--- src/rtl/pgood_pkg.sv ---
// Shared types for the power-good monitor.
// Assumes: two monitored channels, release sequencing encoded in a small enum.
package pgood_pkg;

    localparam int unsigned PG_NUM_CH = 2;

    typedef enum logic [1:0] {
        PG_IDLE = 2'd0,   // device stopped or low power: pin floats
        PG_WAIT = 2'd1,   // running, counting toward release
        PG_OK   = 2'd2    // released, both channels good
    } pg_state_e;

endpackage

--- src/rtl/pgood_sync.sv ---
// Multi-stage synchronizer for the asynchronous comparator flags.
// Assumes: each flag is a level that changes slowly; a reset to zero reads as "not good".
module pgood_sync #(
    parameter int unsigned WIDTH  = 2,
    parameter int unsigned STAGES = 2
) (
    input  logic             clk,
    input  logic             rst_n,
    input  logic [WIDTH-1:0] async_i,
    output logic [WIDTH-1:0] sync_o
);

    logic [WIDTH-1:0] stg [STAGES];

    // Shift each flag through the synchronizer chain.
    always_ff @(posedge clk) begin
        if (!rst_n) begin
            for (int i = 0; i < STAGES; i++) stg[i] <= '0;
        end else begin
            stg[0] <= async_i;
            for (int i = 1; i < STAGES; i++) stg[i] <= stg[i-1];
        end
    end

    assign sync_o = stg[STAGES-1];

endmodule

--- src/rtl/pgood_delay.sv ---
// Release sequencer: counts DELAY_TICKS consecutive cycles of "active and both good"
// before declaring release, and restarts on any interruption.
// Assumes: DELAY_TICKS >= 2; inputs are already synchronous.
module pgood_delay
    import pgood_pkg::*;
#(
    parameter int unsigned DELAY_TICKS = 1500
) (
    input  logic clk,
    input  logic rst_n,
    input  logic active_i,
    input  logic both_good_i,
    output logic released_o
);

    localparam int unsigned CNT_W = $clog2(DELAY_TICKS);
    localparam logic [CNT_W-1:0] LAST = CNT_W'(DELAY_TICKS - 1);

    pg_state_e        state_q, state_n;
    logic [CNT_W-1:0] cnt_q, cnt_n;

    // Next-state and counter update for the release window.
    always_comb begin
        state_n = state_q;
        cnt_n   = cnt_q;
        if (!active_i) begin
            state_n = PG_IDLE;
            cnt_n   = '0;
        end else if (!both_good_i) begin
            state_n = PG_WAIT;
            cnt_n   = '0;
        end else if (state_q != PG_OK) begin
            if (cnt_q == LAST) begin
                state_n = PG_OK;
                cnt_n   = '0;
            end else begin
                state_n = PG_WAIT;
                cnt_n   = cnt_q + 1'b1;
            end
        end
    end

    // State and counter registers.
    always_ff @(posedge clk) begin
        if (!rst_n) begin
            state_q <= PG_IDLE;
            cnt_q   <= '0;
        end else begin
            state_q <= state_n;
            cnt_q   <= cnt_n;
        end
    end

    assign released_o = (state_q == PG_OK);


    release_after_window_chk: assert property (@(posedge clk) disable iff (!rst_n)
        $rose(released_o) |-> $past(cnt_q) == LAST);


    no_overflow_chk: assert property (@(posedge clk) disable iff (!rst_n)
        cnt_q <= LAST);


    drop_leaves_ok_chk: assert property (@(posedge clk) disable iff (!rst_n)
        released_o && !both_good_i |=> !released_o);

endmodule

--- src/rtl/pgood_monitor.sv ---
// Dual-output power-good monitor: synchronizes the two comparator flags,
// sequences the startup delay and drives the open-drain pull-down enable.
// Assumes: dev_run_i and low_power_i are in the clk domain; the pad floats when
// pg_pull_low_o is 0.
module pgood_monitor #(
    parameter int unsigned DELAY_TICKS = 1500,
    parameter int unsigned SYNC_STAGES = 2
) (
    input  logic clk,
    input  logic rst_n,
    input  logic dev_run_i,
    input  logic low_power_i,
    input  logic good_a_i,
    input  logic good_b_i,
    output logic pg_pull_low_o
);

    import pgood_pkg::*;

    logic [PG_NUM_CH-1:0] good_sync;
    logic                 both_good;
    logic                 active;
    logic                 released;

    pgood_sync #(
        .WIDTH  (PG_NUM_CH),
        .STAGES (SYNC_STAGES)
    ) u_sync (
        .clk     (clk),
        .rst_n   (rst_n),
        .async_i ({good_b_i, good_a_i}),
        .sync_o  (good_sync)
    );

    // Both channels good once synchronized; monitoring only in normal run mode.
    assign both_good = &good_sync;
    assign active    = dev_run_i && !low_power_i;

    pgood_delay #(
        .DELAY_TICKS (DELAY_TICKS)
    ) u_delay (
        .clk         (clk),
        .rst_n       (rst_n),
        .active_i    (active),
        .both_good_i (both_good),
        .released_o  (released)
    );

    // Pull low while active unless released and still good (immediate drop).
    assign pg_pull_low_o = active && !(released && both_good);


    release_needs_both_chk: assert property (@(posedge clk) disable iff (!rst_n)
        released && active && !pg_pull_low_o |-> good_sync[0] && good_sync[1]);


    stop_clears_chk: assert property (@(posedge clk) disable iff (!rst_n)
        !dev_run_i |=> !released);


    low_power_clears_chk: assert property (@(posedge clk) disable iff (!rst_n)
        low_power_i |=> !released);

endmodule

--- config.mk ---
export PLATFORM = sky130hd
export DESIGN_NAME = pgood_monitor
export DESIGN_NICKNAME = d
export VERILOG_FILES = /design/src/rtl/pgood_pkg.sv /design/src/rtl/pgood_sync.sv /design/src/rtl/pgood_delay.sv /design/src/rtl/pgood_monitor.sv
export SDC_FILE = /design/constraint.sdc
export NUM_CORES = 1
export LEC_CHECK = 0
export ABC_AREA = 1
export BUFFER_PORTS_ARGS = -buffer_cell sky130_fd_sc_hd__buf_4
export CAP_MARGIN = 30
export CELL_PAD_IN_SITES_DETAIL_PLACEMENT = 1
export CELL_PAD_IN_SITES_GLOBAL_PLACEMENT = 1
export CORE_MARGIN = 3
export CORE_UTILIZATION = 42
export CTS_CLUSTER_SIZE = 12
export DETAILED_ROUTE_END_ITERATION = 6
export PLACE_DENSITY = 0.74
export REMOVE_ABC_BUFFERS = 1
export SLEW_MARGIN = 20
export SYNTH_ARGS = -nofsm -noshare
export SYNTH_HDL_FRONTEND = slang
export SYNTH_SLANG_ARGS = --single-unit
--- constraint.sdc ---
create_clock -name clk -period 1.7 [get_ports clk]
set_clock_uncertainty 0.15 [all_clocks]
set_input_delay 0.17 -clock clk [delete_from_list [all_inputs] [get_ports clk]]
set_output_delay 0.17 -clock clk [all_outputs]
set_load 0.03 [all_outputs]
# Word-level counts from Yosys, hierarchy flattened
# Memories as Yosys holds them, arrays and structs flattened.
# Index checks and enable logic that the tools add are counted.
# W data, S select, Z words.
# classes
add_sub_neg	1
eq_ne	4
mux	8
n_bitwise	2
reduce_logical	8
# ops
operator	n
$add A11 B1 Y11 const B	1
$eq A11 B11 Y1 const B	1
$mux W11	1
$mux W2	3
$mux W1	4
$reduce_and A2 Y1	2
$reduce_and A4 Y1	1
$logic_and A1 B1 Y1	3
$eq A2 B2 Y1 const B	1
$logic_not A1 Y1	2
$ne A2 B1 Y1 const B	1
$ne A2 B2 Y1 const B	1
$or A1 B1 Y1	2
# totals
regBits	13
ramBits	4
inputBits	6
out_inout_bits	1
wordCells	27
n_memories	1
# memory_table
memory	depth	width	rd	rd_clocked_by_memory_dff	wr	line	rtl
u_sync.stg	2	2	2	0	2	pgood_sync.sv:13	logic [WIDTH-1:0] stg [STAGES];

# Logic depth before layout (Yosys ltp)
# An unclocked memory read counts as a cell.
# depth
word_depth	5
mapped_depth	8
mapped_depth_nobuf	8

# Modules after synthesis
# From an unflattened synthesis, not the netlist that was laid out.
# unflattened
cells_unflattened	114
area_unflattened_um2	814.5
# modules_own_cells
mod	n_inst	cells_per_inst	area_each_um2	seq_area_each_um2
pgood_delay	1	93	659.4	260.2
pgood_sync	1	14	125.1	80.1
pgood_monitor	1	7	30.0	0.0

# Least setup slack after synthesis
# No wires, ideal clock.
# synth_timing
kind	flip-flop to flip-flop
startpoint	register u_delay.cnt_q[0]
endpoint	register u_delay.cnt_q[10]
setup_time_ps	114
arrival_ps	1084
required_time_ps	1436
setup_slack_ps	352
path_stages_with_launch	9
path_cell_list	dfxtp_1 > ha_1 > nand2_1 > nor2_1 > nand4_2 > nand2_4 > inv_2 > nand2_1 > nor2_2
# synth_between
elab_chain_cells	2
# synth_lines
element	line	rtl
from (decl)	pgood_delay.sv:20	logic [CNT_W-1:0] cnt_q, cnt_n;
from (signal assigned)	pgood_delay.sv:50	cnt_q <= cnt_n;
$add A11 B1 Y11 / $eq A11 B11 Y1 (equally long branches)	pgood_delay.sv:38, pgood_delay.sv:33	
$mux W11 *	pgood_delay.sv:33	if (cnt_q == LAST) begin
# Mark *: on every way between the ends. The rest lies on a longest branch, timed or not.
# A chain may end at the register's enable or synchronous reset.

==> key figures <==
Place
  • IO buf count: 6
  • # placed instances: approximately 130
  • Final Wtd Congestion: 0.745
  • DPL Wire Length: approximately 1.3 mm
  • Setup WS pre-CTS: around 240 ps

Drt
  • Via count: about 650
  • WL met1: 735 um
  • Top Layer Used: met4
  • 1st-iter DRT viols: 4
  • Met2 Wirelength: roughly 830 um
  • DRC viols: 0
  • Metal3 WL: between 20 and 30 um
  • Drt wl/cell: 11.3 um
  • Final ANT Viol Nets: 0
  • Vias per cell: roughly 4.5
  • TritonRoute pass-1 iters: 3
  • Final WL: 1.60 mm

Synth
  • Post-synth top cells: 20 x nand2_1, 17 x dfxtp_1, 17 x inv_1
  • Post-synth EDFFs: 0
  • Top-area cell type share of the netlist area: 41.3%
  • Post-synthesis register bit count: 17
  • Post-synthesis sequential area ratio: between 40 and 50%
  • Largest area contributor in the netlist: dfxtp_1
  • Gate count of the mapped netlist: 102
  • Synthesized cell area: between 800 and 900 um^2
  • Ys flop type: dfxtp_1
  • Synth cell types: 20
  • Asr flop ratio synth: 0%
  • Area contributors post-synth: dfxtp_1 41%, nand2_1 9.1%, inv_1 7.8%
  • Most common cell in the netlist: nand2_1
  • Mean Syn Cell Area: between 8 and 9 um^2
  • Synth Warn #: 0

Power and ir drop
  • P_sw: around 0.15 mW
  • P per Cell Area: roughly 670 nW/um^2
  • Sw Share: 22.3%
  • Leakage: 0.432 nW
  • Power Internal: roughly 0.51 mW
  • Worst VDD drop: between 0.4 and 0.5 mV
  • Sequential share of power: 61.8%
  • Clock Power Share: 33.2%
  • Combinational power share: under 10%

GRT
  • Initial antenna violation count: 0
  • Largest net degree at the start of global routing: 11
  • Tot GR Track Use: roughly 15%
  • First-pass GRT wire length: about 2.9 mm
  • Vias in the first global route: between 600 and 700
  • Gr ovfl total: 0

Worst setup path
  • Required time of the critical path: ~1700 ps
  • Crit path DAT: 1510 ps
  • CP top delay family: buffers and inverters
  • Worst Reg-to-Reg Cells: 8
  • Worst setup path class: primary input to flop
  • Worst path cell trace: dlygate4sd3_1 > buf_4 > nand2_1 > dlygate4sd3_1 > inv_1
  • CP max-delay cell: dlygate4sd3_1
  • Startpoint types: primary input
  • Worst path most repeated cell: dlygate4sd3_1
  • Crit path largest cell delay: between 500 and 600 ps
  • Worst path depth: 5
  • CP Capture Type: flop
  • Max FO, Critical Path: 5
  • Worst path buffer plus inverter count: 4

Clock network
  • CTS tree: built
  • Post-cts resize count: 0
  • Number of H-tree levels: 1
  • CTS Buf Count: 3
  • Clk_lat worst skew: between 200 and 300 ps
  • CTS clk-pin slew, worst paths: 100 ps
  • Clock Tree Buf Depth: 2
  • TritonCTS sink count: 17
  • Root Buffer: clkbuf_4

Floorplan
  • Core area: between 1500 and 2000 um^2
  • Rows: 15
  • Die area: ~2500 um^2
  • IO Pins: 7
  • Starting Density: a little under half
  • Die Y: ~50 um
  • Die W: approximately 50 um

Layout
  • Area occupied by registers: between 300 and 400 um^2
  • Multi-input logic area: slightly above 400 um^2
  • Layout area overhead: 18.7%
  • Layout Nets: 125
  • Layout Cells excl Fill: 142
  • # diodes: 0
  • Layout cells sized above 1: about 25%
  • Fillers: roughly 220

Worst hold path
  • Hold path depth: 4
  • Hold crit path type: primary input to flop

Timing
  • RSZ-0062 raised after global routing: false
  • Least-Margin Pin Slew: 211 ps
  • Max_slew headroom: between 80 and 90%
  • Setup TNS: 0 ps
  • Fin. Hold Viols: 0
  • Slew Viols, Final: 0
  • Setup-failing EPs final: 0
  • Tmin final: 1470 ps
  • Setup WS post-layout: about 230 ps
  • Final period util: roughly 87%
  • F_max: approximately 0.68 GHz

Run
  • Maxcap violations: 0

Status
  • Status: finished clean
==> per-layer routing <==
layer	track usage, %	vias up
li1	-	346
met1	19.5	295
met2	25.4	3
met3	3.56	2
met4	5.53	0
met5	0	-
==> cell type report <==
| cell class | instances | area share [%] |
|---|---|---|
| multi-input cells | 66 | 42.1 |
| flip-flops and latches | 17 | 34.8 |
| repair buffers | 11 | 9.73 |
| inverters | 19 | 7.30 |
| well taps | 25 | 3.20 |
| clock buffers | 3 | 2.30 |
| clock inverters | 1 | 0.512 |
==> flip-flops by register name (all words and copies together), names as in the netlist <==
name,cells
u_delay.state_q,2
u_sync.stg,4
u_delay.cnt_q,11
==> logic make-up (layout without fill, tap and decap cells) <==
kind of cell	Yosys count	in the layout	synth area share (%)
simple gates	52	52	38.3
buf+inv	19	34	8.66
flops	17	17	41.3
compound gates	8	8	4.86
xor+xnor	5	5	5.32
fa+ha+maj	1	1	1.52
==> final timing paths <==
kind         slack [ps]              from                  to
max                 230             rst_n    u_sync.stg[0][0]
min                  90       low_power_i  u_delay.state_q[0]
max reg2reg         240  u_delay.cnt_q[0]   u_delay.cnt_q[10]
min reg2reg         270  u_sync.stg[0][0]    u_sync.stg[0][2]
==> worst reg2reg max path, stage by stage (launching register included) <==
cell     delay [ps]
dfxtp_1         390
ha_1            220
nand2_1          70
nor2_1          160
nand4_2         120
nand2_4         130
inv_2            40
nand2_1          60
nor2_2           30
==> cell usage in the layout (no fill, tap or decap), types with 3 or more instances in the layout <==
cell,instances
nand3_1,3
inv_1,17
nand2_2,3
nand2_1,20
xor2_1,5
dlygate4sd3_1,5
a21oi_1,7
nand3_2,3
nor2_4,4
clkbuf_4,3
nor2_1,9
nand4_1,3
dfxtp_1,17
buf_4,6
==> per-stage QoR <==
stage                     area (um^2)  utilization [%]  power [mW]  hold slack (ps)
final                             977             54.8       0.656             85.1
after global routing              977             54.8       0.698             78.5
after CTS                         977             54.8       0.665             72.5
after detailed placement          900             50.5       0.438              212
after global placement            900             50.5       0.437              200
after floorplan                   823                -       0.424              113
==> power by group through the flow <==
stage / Sequential (mW) / Clock [mW] / Combinational (mW)
floorplan: 0.414 / 0 / 0.00978
global placement: 0.414 / 0 / 0.0222
detailed placement: 0.415 / 0 / 0.0233
CTS: 0.405 / 0.227 / 0.0324
global route: 0.406 / 0.255 / 0.0367
finish: 0.405 / 0.218 / 0.0327
==> repair_timing <==
action                                  in CTS  in global routing
hold buffers                                 5                  0
buffers inserted                             0                  0
endpoints found under the hold margin        4                  0
endpoints found under the setup margin       0                  0
(Power assumes the default switching activity.)
